<file path="config.mk">
export PLATFORM = sky130hd
export DESIGN_NAME = spi_master_regs
export DESIGN_NICKNAME = d
export VERILOG_FILES = /design/src/rtl/spi_master_regs.sv
export SDC_FILE = /design/constraint.sdc
export NUM_CORES = 1
export LEC_CHECK = 0
export BUFFER_PORTS_ARGS = -buffer_cell sky130_fd_sc_hd__buf_4
export CAP_MARGIN = 10
export CORE_MARGIN = 1
export CORE_UTILIZATION = 37
export CTS_CLUSTER_SIZE = 28
export DETAILED_ROUTE_END_ITERATION = 16
export PLACE_DENSITY = 0.56
export SYNTH_ARGS = -nofsm -noshare
export SYNTH_HDL_FRONTEND = slang
export SYNTH_SLANG_ARGS = --single-unit
</file>
<file path="constraint.sdc">
create_clock -name clk -period 2.93 [get_ports clk]
set_input_delay 0.1465 -clock clk [delete_from_list [all_inputs] [get_ports clk]]
set_output_delay 0.1465 -clock clk [all_outputs]
set_load 0.01 [all_outputs]
</file>
<file path="src/rtl/spi_master_regs.sv">
module spi_master_regs (
  input  logic       clk,
  input  logic       rst_n,
  input  logic       bus_sel,
  input  logic       bus_we,
  input  logic [1:0] bus_addr,
  input  logic [7:0] bus_wdata,
  output logic [7:0] bus_rdata,
  output logic       irq,
  input  logic       irq_ack,
  output logic       sclk,
  output logic       mosi,
  input  logic       miso
);
  localparam logic [1:0] ADDR_CTRL = 2'd0;
  localparam logic [1:0] ADDR_STAT = 2'd1;
  localparam logic [1:0] ADDR_DATA = 2'd2;
  localparam int HW = 7;
  localparam int EDGES = 16;

  logic [7:0]    ctrl, rxd, tx, rx;
  logic          spif, wcol, dbl, busy, tgl;
  logic          cpol_l, cpha_l, dord_l;
  logic [HW-1:0] half_l, hcnt, half_sel;
  logic [3:0]    kc;
  logic [2:0]    sh;

  wire wr      = bus_sel & bus_we;
  wire wr_ctrl = wr && bus_addr == ADDR_CTRL;
  wire wr_stat = wr && bus_addr == ADDR_STAT;
  wire wr_data = wr && bus_addr == ADDR_DATA;
  wire start   = wr_data && ctrl[6] && !busy;
  wire coll    = wr_data && ctrl[6] && busy;

  always_comb
    case (ctrl[1:0])
      2'b00:   sh = 3'd0;
      2'b01:   sh = 3'd2;
      2'b10:   sh = 3'd4;
      default: sh = 3'd5;
    endcase

  assign half_sel = (dbl ? 7'd1 : 7'd2) << sh;

  wire       tick   = busy && hcnt == '0;
  wire       last   = tick && kc == 4'(EDGES - 1);
  wire       smp    = tick && (kc[0] == cpha_l);
  wire       shf    = tick && (kc[0] != cpha_l) && kc != 4'd0;
  wire [7:0] rx_nxt = dord_l ? {miso, rx[7:1]} : {rx[6:0], miso};

  assign sclk = (busy ? cpol_l : ctrl[3]) ^ tgl;
  assign mosi = dord_l ? tx[0] : tx[7];
  assign irq  = ctrl[7] & spif;

  always_comb
    case (bus_addr)
      ADDR_CTRL: bus_rdata = ctrl;
      ADDR_STAT: bus_rdata = {spif, wcol, 5'b0, dbl};
      ADDR_DATA: bus_rdata = rxd;
      default:   bus_rdata = 8'h00;
    endcase

  always_ff @(posedge clk) begin
    if (!rst_n) begin
      ctrl <= '0; rxd <= '0; tx <= '0; rx <= '0;
      spif <= 1'b0; wcol <= 1'b0; dbl <= 1'b0; busy <= 1'b0; tgl <= 1'b0;
      cpol_l <= 1'b0; cpha_l <= 1'b0; dord_l <= 1'b0;
      half_l <= '0; hcnt <= '0; kc <= '0;
    end else begin
      if (wr_ctrl) ctrl <= bus_wdata;
      if (wr_stat) dbl <= bus_wdata[0];
      if (irq_ack) spif <= 1'b0;
      if (coll) wcol <= 1'b1;
      if (start) begin
        wcol   <= 1'b0;
        spif   <= 1'b0;
        busy   <= 1'b1;
        tx     <= bus_wdata;
        half_l <= half_sel;
        hcnt   <= half_sel - 7'd1;
        kc     <= '0;
        tgl    <= 1'b0;
        cpol_l <= ctrl[3];
        cpha_l <= ctrl[2];
        dord_l <= ctrl[5];
      end
      if (busy && !tick) hcnt <= hcnt - 7'd1;
      if (tick) begin
        hcnt <= half_l - 7'd1;
        tgl  <= ~tgl;
        kc   <= kc + 4'd1;
        if (smp) rx <= rx_nxt;
        if (shf) tx <= dord_l ? {1'b0, tx[7:1]} : {tx[6:0], 1'b0};
      end
      if (last) begin
        busy <= 1'b0;
        spif <= 1'b1;
        rxd  <= smp ? rx_nxt : rx;
      end
    end
  end

  assert_disabled_write_R3: assert property (@(posedge clk) disable iff (!rst_n)
    (wr_data && !ctrl[6] && !busy) |=> !busy);
  assert_collision_flag_R4: assert property (@(posedge clk) disable iff (!rst_n)
    coll |=> wcol);
  assert_collision_keeps_edge_R4: assert property (@(posedge clk) disable iff (!rst_n)
    (coll && !tick) |=> (busy && kc == $past(kc)));
  assert_start_clears_R5: assert property (@(posedge clk) disable iff (!rst_n)
    start |=> (busy && !spif && !wcol));
  assert_flag_at_end_R6: assert property (@(posedge clk) disable iff (!rst_n)
    $rose(spif) |-> ($past(busy) && !busy));
  assert_ack_clears_R7: assert property (@(posedge clk) disable iff (!rst_n)
    (irq_ack && !last) |=> !spif);
  assert_sclk_idle_R8: assert property (@(posedge clk) disable iff (!rst_n)
    !busy |-> sclk == ctrl[3]);
endmodule

</file>
== Word-level counts from Yosys, hierarchy flattened ==
Cells that the tools add are included.
Cells by class
  $add $sub $neg: 4
  equality and inequality tests: 7
  shift operators: 1
  mux-type cells: 21
  bitwise operators: 5
  reduce and logical (&&, ||, !) cells: 23
Operators with widths (count)
  8-bit two-way mux: 6
  8-bit case mux with 3 select lines: 1
  7-bit two-way mux: 3
  7-bit by 1-bit subtractor with 7-bit output, second input constant: 3
  1-bit logical AND: 12
  3-bit case mux with 3 select lines: 1
  4-bit two-way mux: 2
  7-bit logical NOT: 1
  1-bit two-way mux: 7
  2-bit by 3-bit << shifter with 7-bit output: 1
  3-bit nonzero test: 2
  4-bit by 1-bit adder with 4-bit output, second input constant: 1
  2-bit by 1-bit equality test with 1-bit output, second input constant: 2
  2-bit equality test, second input constant: 2
  4-bit equality test, second input constant: 1
  2-bit logical NOT: 2
  4-bit nonzero test: 1
  2-bit OR reduction: 2
  1-bit bitwise AND: 2
  1-bit logical NOT: 2
  2-bit two-way mux: 1
  1-bit inverter: 2
  2-bit nonzero test: 1
  1-bit equality test: 1
  other kinds (2): 2
Word-level totals
  flip-flop bits (word level): 58
  bits of input ports: 16
  output and inout port bits: 11
  logic and storage cells: 76

== Logic depth before layout (Yosys ltp) ==
Gate-level depths: netlist (run 1).
  word-level depth: 7
  mapped depth: 11
  gate-level depth less buffers: 10

== Worst setup path after synthesis (run 1) ==
Ideal clock, no wire load.
  path type: register to register
  start: register ctrl[1]
  end: register hcnt[2]
  setup time: 76 ps
  data arrival time: 2300 ps
  required time: 2854 ps
  path slack: 554 ps
  stages on the path, launching flop included: 12
  buffers on the path: 1
  clock period less this slack: 2376 ps
  path through: dfxtp_1 > clkbuf_1 > nand2_1 > inv_1 > ha_1 > nor3b_1 > mux2_2 > a21oi_1 > ha_1 > nor4_1 > or3b_1 > a21boi_0
Between the ends
  longest elaborated chain between the ends: 7
  elaborated cells between the ends (all ways): 9
  classes of those cells: add/sub (1); eq/ne (2); shift (1); mux (4); reduce/logical (1)
RTL lines
  start, declared: line 21  | logic [7:0] ctrl, rxd, tx, rx;
  start signal, assigned: line 70  | if (wr_ctrl) ctrl <= bus_wdata;
  2-bit equality test (tied with other cells): line 36  | case (ctrl[1:0])
  3-bit case mux with 3 select lines *: line 36
  2-bit by 3-bit << shifter with 7-bit output *: line 43  | assign half_sel = (dbl ? 7'd1 : 7'd2) << sh;
  7-bit by 1-bit subtractor with 7-bit output *: line 80  | hcnt <= half_sel - 7'd1;
  7-bit two-way mux *: line 74  | if (start) begin
  7-bit two-way mux *: line 87  | if (busy && !tick) hcnt <= hcnt - 7'd1;
  7-bit two-way mux *: line 88  | if (tick) begin
  end signal, assigned: line 80
  end signal, assigned: line 87
  end signal, assigned: line 89  | hcnt <= half_l - 7'd1;
  end, declared: line 24  | logic [HW-1:0] half_l, hcnt, half_sel;
Mark *: on every way between the ends. The rest lies on a longest branch, timed or not. The select of a mux whose other input is x is not followed.
A chain may end at the register's enable or synchronous reset.

== Worst setup path after layout (run 1) ==
Ends and elaborated chain as after synthesis.

==> metrics.md, run 1 <==
| Metric | Value |
|---|---|
| Reg-to-Reg Start | `ctrl[1]` |
| Die height | `95.2 um` |
| Crit-path slowest cell | `dfxtp_1` |
| Layout Skew | `0.00917 ns` |
| P&R area growth vs syn | `13.1%` |
| Slew of the pin with the lowest slew margin | `0.939 ns` |
| EDFF count, synth | `0` |
| F_max | `399 MHz` |
| Internal Power | `0.00114 W` |
| TritonRoute pass-1 iters | `4` |
| Antenna-violating nets left | `0` |
| Sequential share of power | `51.7%` |
| Max rail drop VDD | `281 uV` |
| WHS | `0.0890 ns` |
| Critical Path RT | `3.19 ns` |
| Core area | `8300 um^2` |
| Hold Path Class | `input port to flop` |
| Worst R2R Path Depth | `10` |
| Worst path most repeated cell | `ha_1` |
| Worst Hold Endpoint | `ctrl[7]` |
| Critical-path cell list | `nand2_1, inv_1, ha_1, nor3b_1, mux2_2, a21oi_1, ha_1, nor4_1, or3b_1, a21boi_0` |
| Routability cong. | `0.760` |
| LEAKAGE | `1.50 nW` |
| Share of layout cells above drive strength 1 | `18.6%` |
| Relative slew slack | `37.4%` |
| Clk slew on worst S/H paths | `0.07 ns` |
| YS warnings | `0` |
| Htree depth | `3` |
| Port-buffer cells | `26` |
| Top post-synthesis cells by area | `dfxtp_1 36%, mux2i_1 10%, nand2_1 5.5%, mux2_2 3.9%, o211a_1 3.4%` |
| Clk buf depth | `2` |
| Post-CTS Setup Bufs | `0` |
| Synth cell types | `55` |
| Ports | `27` |
| HPWL after detailed placement | `5260 um` |
| Total grt overflow | `0` |
| Worst R2R End | `hcnt[2]` |
| Starting Density | `38.8%` |
| Top cell type's share of synthesized area | `36.1%` |
| Die Span X | `95.2 um` |
| Post-Syn Area | `3220 um^2` |
| DR WL/cell | `15.4 um` |
| Critical path type | `flop to flop` |
| Gr usage total | `17.8%` |
| Clock share of power | `42.9%` |
| Combinational share of power | `5.3%` |
| DRC Markers | `0` |
| Iteration-0 DRC Markers | `111` |
| Vias per Instance | `5.31` |
| Switching share of power | `25.8%` |
| Power Density | `423 nW/um^2` |
| Worst hold start | `bus_wdata[7]` |
| Total wire length | `7510 um` |
| CTS Buf Count | `9` |
| Minimum clock period | `2.51 ns` |
| Clock root cell | `clkbuf_8` |
| Worst hold path stage count | `3` |
| RSZ-0062 raised after global routing | `false` |
| Ant. Diodes | `0` |
| Maxcap violations | `0` |
| Crit-path max cell delay | `0.58 ns` |
| Fin crit share | `85.6%` |
| Async SR Flop Fraction | `0%` |
| CTS tree | `yes` |
| Final setup fails | `0` |
| First-pass GRT wire length | `12200 um` |
| Status | `finished, final reports clean` |
| Crit-path max FO | `14` |
| WP data arrival | `2.77 ns` |
| Die footprint | `9070 um^2` |
| Pin count of the biggest net entering global routing | `61` |
| Total Nets Final | `398` |
| Worst-Skew Late Latency | `0.34 ns` |
| CP Launch Type | `flop` |
| Syn Nets | `379` |
| Vias in the first global route | `2393` |
| Max Slew Vio Count | `0` |
| Crit. End Element | `flop` |
| Post-synth top flop | `dfxtp_1` |
| Cell row count | `33` |
| TNS Setup | `0 ns` |
| Sequential fraction of the synthesis area | `36.1%` |
| Reg2reg setup slack | `0.42 ns` |
| Synth Register Bits | `58` |
| CTS resizes | `0` |
| Cts hold-fix bufs | `0` |
| Switching Power | `0.000397 W` |
| Gate Count Post-Synth | `357` |
| Leading area contributor after synthesis | `dfxtp_1` |
| Avg Cell Area, Syn | `9.01 um^2` |
| Final Hold Vio Count | `0` |
| Antenna violations before repair | `0` |
| Routed vias | `2582` |
| Clk sinks | `58` |
==> cell usage after synthesis (5+ instances only) <==
cell type / n
nor2b_1: 16
a21boi_1: 8
nand3_1: 7
dfxtp_1: 58
and3_1: 9
mux2i_1: 32
inv_1: 5
a21boi_0: 10
ha_1: 6
nor3b_1: 6
a21oi_1: 14
nand2_1: 47
o211a_1: 11
or2b_1: 7
o21ai_0: 7
o211ai_1: 7
clkbuf_1: 12
mux2_2: 11
nor2_1: 16
==> registers in the layout (all words and copies together), names as in the netlist, 4 cells and up <==
name	flops
rx	8
half_l	7
ctrl	8
kc	4
rxd	8
tx	8
hcnt	7
==> placed cells by master, fill, tap and decap left out, types with 3 or more instances in the layout <==
cell | Yosys | routed
o211ai_1 | 7 | 7
o21a_1 | 3 | 3
o211a_1 | 11 | 11
and2_1 | 3 | 3
a31oi_1 | 4 | 4
nand3_1 | 7 | 7
a21boi_0 | 10 | 10
a211oi_1 | 4 | 4
o21ai_0 | 7 | 7
clkbuf_8 | 0 | 9
buf_4 | 1 | 31
nor2_1 | 16 | 16
mux2_2 | 11 | 11
a21boi_1 | 8 | 8
a21oi_1 | 14 | 14
dfxtp_1 | 58 | 58
mux2i_1 | 32 | 32
a21o_1 | 4 | 4
nand2_1 | 47 | 47
or2b_1 | 7 | 7
nor2b_1 | 16 | 16
ha_1 | 6 | 6
nor3b_1 | 6 | 6
a31o_2 | 3 | 3
a22oi_1 | 3 | 3
and3_1 | 9 | 9
clkinv_4 | 0 | 3
inv_1 | 5 | 5
==> critical path: cells and delay by family, from the launching register on <==
| family | cells | cell delay [ns] |
|---|---|---|
| multiplexers | 1 | 0.29 |
| AO/OA/AOI/OAI | 2 | 0.28 |
| flip-flops | 1 | 0.58 |
| buffers and inverters | 1 | 0.08 |
| AND/OR/NAND/NOR | 4 | 0.76 |
| adder cells (fa/ha/maj) | 2 | 0.45 |
==> metal layers <==
metal  GRT usage (%)  wire, um
met5               0         0
met2            28.2      3480
met4            4.42        39
met1            23.8      3820
met3            4.78       173
==> kinds of logic (layout without fill, tap and decap cells) <==
logic type	count (synthesis)	in the layout	synth area share, %
fa+ha+maj	6	6	2.33
mux	43	43	13.8
flops	58	58	36.1
xor+xnor	2	2	0.545
compound gates	88	88	20.1
buf+inv	28	52	4.40
simple gates	132	132	22.7
==> through the flow <==
step                cells  setup slack [ns]  util, %  total power (W)  instance area, um^2
global route          486             0.229     43.8          0.00161                 3640
detailed placement    470             0.414     41.7         0.000897                 3460
floorplan             357             0.554        -         0.000862                 3220
global placement      470             0.510     41.7         0.000897                 3460
finish                486             0.423     43.8          0.00154                 3640
CTS                   486             0.428     43.8          0.00157                 3640
==> worst max-delay path by stage <==
stage	startpoint	endpoint	cells after the start
final	ctrl[1]	hcnt[2]	10
after global routing	ctrl[1]	hcnt[2]	10
after CTS	ctrl[1]	hcnt[2]	10
after detailed placement	ctrl[1]	hcnt[2]	10
after global placement	ctrl[1]	hcnt[2]	10
after floorplan	ctrl[1]	hcnt[2]	11
==> power by group through the flow <==
stage / Sequential [W] / Combinational, W / Clock (W)
final: 0.000796 / 0.0000822 / 0.000660
after detailed placement: 0.000814 / 0.0000825 / 0
after global routing: 0.000796 / 0.0000897 / 0.000726
after global placement: 0.000814 / 0.0000828 / 0
after floorplan: 0.000812 / 0.0000500 / 0
after CTS: 0.000796 / 0.0000834 / 0.000690
==> final cells by class <==
| cell class | instances | area [um^2] |
|---|---|---|
| clock inverters | 7 | 55.1 |
| inverters | 5 | 18.8 |
| multi-input cells | 271 | 1910 |
| well taps | 105 | 131 |
| repair buffers | 31 | 233 |
| clock buffers | 9 | 124 |
| flip-flops and latches | 58 | 1160 |
| fillers | 823 | 4660 |
Note: power is estimated with default switching activity, not from simulation.
==> run 2, diff against run 1 <==
==> constraint.sdc (replaced) <==
create_clock -name clk -period 2.93 [get_ports clk]
set_input_delay 0.293 -clock clk [delete_from_list [all_inputs] [get_ports clk]]
set_output_delay 0.293 -clock clk [all_outputs]
set_load 0.01 [all_outputs]
==> run 2 against run 1 <==
Net effect: clock power up 26%; power up 11%; cell count up 0.21%; utilization up 0.56 points; register-to-register slack worse by 0.05 ns; via count up 0.62%.
==> metrics.md, run 2 (synthesized netlist as in run 1, its figures left out) <==
| Metric | Value |
|---|---|
| Status | `finished, final reports clean (unchanged)` |
| Iteration-0 DRC Markers | `89 (was 111)` |
| Pin count of the biggest net entering global routing | `61 (unchanged)` |
| CP Launch Type | `flop (unchanged)` |
| DRC Markers | `0 (unchanged)` |
| Max Slew Vio Count | `0 (unchanged)` |
| Minimum clock period | `2.55 ns (was 2.51 ns)` |
| Routed vias | `2598 (was 2582)` |
| LEAKAGE | `1.53 nW (was 1.50 nW)` |
| Fin crit share | `87.2% (was 85.6%)` |
| Total Nets Final | `399 (was 398)` |
| Slew of the pin with the lowest slew margin | `0.958 ns (was 0.939 ns)` |
| TritonRoute pass-1 iters | `5 (was 4)` |
| Crit-path max cell delay | `0.58 ns (about the same)` |
| Multi-input logic area | `1910 um^2 (unchanged)` |
| RSZ-0062 raised after global routing | `false (unchanged)` |
| Critical path type | `flop to flop (unchanged)` |
| Port-buffer cells | `26 (unchanged)` |
| Crit. End Element | `flop (unchanged)` |
| Antenna-violating nets left | `0 (unchanged)` |
| TNS Setup | `0 ns (unchanged)` |
| Worst-Skew Late Latency | `0.35 ns (was 0.34 ns)` |
| CP bufs+invs | `1 (unchanged)` |
| Final setup fails | `0 (unchanged)` |
| Cell row count | `33 (unchanged)` |
| Clk slew on worst S/H paths | `0.08 ns (was 0.07 ns)` |
| P&R area growth vs syn | `14.5% (was 13.1%)` |
| Sequential Area | `1160 um^2 (unchanged)` |
| Post-layout util | `44.4% (was 43.8%)` |
| WP data arrival | `2.83 ns (was 2.77 ns)` |
| Die Span X | `95.2 um (unchanged)` |
| Die height | `95.2 um (unchanged)` |
| Ports | `27 (unchanged)` |
| Most common cell after layout, fill and taps aside | `dfxtp_1 (unchanged)` |
| Core area | `8300 um^2 (unchanged)` |
| CTS resizes | `0 (unchanged)` |
| Power Density | `464 nW/um^2 (was 423 nW/um^2)` |
| Clk buf depth | `2 (unchanged)` |
| Hold Path Class | `input port to flop (unchanged)` |
| CTS Buf Count | `9 (unchanged)` |
| Routability cong. | `0.806 (was 0.760)` |
| Vias per Instance | `5.33 (was 5.31)` |
| Maxcap violations | `0 (unchanged)` |
| Most frequent cells in the layout | `58 x dfxtp_1, 47 x nand2_1, 32 x mux2i_1, 32 x buf_4 (was 58 x dfxtp_1, 47 x nand2_1, 32 x mux2i_1)` |
| Post-CTS Setup Bufs | `0 (unchanged)` |
| Critical Path RT | `3.21 ns (was 3.19 ns)` |
| Crit-path slowest cell | `dfxtp_1 (unchanged)` |
| CP top delay family | `simple AND/OR/NAND/NOR gates (unchanged)` |
| Htree depth | `3 (unchanged)` |
| Total wire length | `7710 um (was 7510 um)` |
| Clock root cell | `clkbuf_8 (unchanged)` |
| CTS tree | `yes (unchanged)` |
| Worst path most repeated cell | `ha_1 (unchanged)` |
| Starting Density | `38.8% (unchanged)` |
| Relative slew slack | `36.1% (was 37.4%)` |
| F_max | `392 MHz (was 399 MHz)` |
| Gr usage total | `18.3% (was 17.8%)` |
| Layout Skew | `0.0108 ns (was 0.00917 ns)` |
| Final Hold Vio Count | `0 (unchanged)` |
| Critical-path cell list | `nand2_1, inv_1, ha_1, nor3b_1, mux2_2, a21oi_1, ha_1, nor4_1, or3b_1, a21boi_0 (unchanged)` |
| Total grt overflow | `0 (unchanged)` |
| Antenna violations before repair | `0 (unchanged)` |
| First-pass GRT wire length | `12400 um (was 12200 um)` |
| Clk sinks | `58 (unchanged)` |
| Share of layout cells above drive strength 1 | `18.8% (was 18.6%)` |
| HPWL after detailed placement | `5360 um (was 5260 um)` |
| Ant. Diodes | `0 (unchanged)` |
| Max rail drop VDD | `247 uV (was 281 uV)` |
| DR WL/cell | `15.8 um (was 15.4 um)` |
| Die footprint | `9070 um^2 (unchanged)` |
| Crit-path max FO | `14 (unchanged)` |
| Vias in the first global route | `2413 (was 2393)` |
| Cts hold-fix bufs | `0 (unchanged)` |
| Fillers | `833 (was 823)` |
run 2: changes by cell type in the layout (fill, tap and decap cells not counted):
cell | before | now
clkinv_4 | 3 | 1
clkinv_2 | 1 | 2
inv_6 | 1 | 0
buf_4 | 31 | 32
bufinv_16 | 0 | 2
run 2: path summary, 6_finish.rpt:
kind	startpoint	endpoint	slack, ns	depth (start not counted)
worst min-delay path	bus_wdata[0]	dbl	0.22	3
worst min register to register	rxd[5]	rxd[5]	0.46	2
worst max register to register	ctrl[1]	hcnt[2]	0.38	10
worst max-delay path	ctrl[1]	hcnt[2]	0.38	10
run 2: per-layer routing:
layer,share of wire (%),global-route usage (%),vias to the layer above
li1,-,-,1330
met1,52,24.5,1226
met2,45,28.6,37
met3,2.7,5.26,5
met4,0.75,4.55,0
met5,0,0,-
run 2: where the power goes:
group	internal, W	total, W	leakage [nW]	switching, W
clock network	0.000477	0.000832	0.105	0.000355
registers	0.000791	0.000796	0.467	0.00000499
logic	0.0000390	0.0000817	0.955	0.0000427
total	0.00131	0.00171	1.53	0.000403
run 2: worst register-to-register path, delay by kind of cell, from the launching register on:
kind	cells	cell delay [ns]
DFF	1	0.58
AOI/OAI and AO/OA	2	0.30
muxes	1	0.29
adders and majority gates	2	0.46
buffers and inverters	1	0.08
and+or+nand+nor	4	0.75
run 2: layout make-up:
cell class	count	share of cell area [%]
Clock inverter	7	2.55
Clock buffer	9	3.36
Timing Repair Buffer	32	6.52
Sequential cell	58	31.5
Multi-Input combinational cell	271	52.0
Inverter	5	0.510
Tap cell	105	3.57
run 2: metrics by stage:
stage | std cells | hold slack [ns] | total power (W) | instance area (um^2) | setup WS [ns]
2_1_floorplan | 357 | 0.430 | 0.000862 | 3220 | 0.554
3_3_place_gp | 471 | 0.443 | 0.000896 | 3470 | 0.495
3_5_place_dp | 471 | 0.450 | 0.000897 | 3470 | 0.389
4_1_cts | 487 | 0.212 | 0.00172 | 3680 | 0.387
5_1_grt | 487 | 0.214 | 0.00177 | 3680 | 0.134
6_report | 487 | 0.217 | 0.00171 | 3680 | 0.376
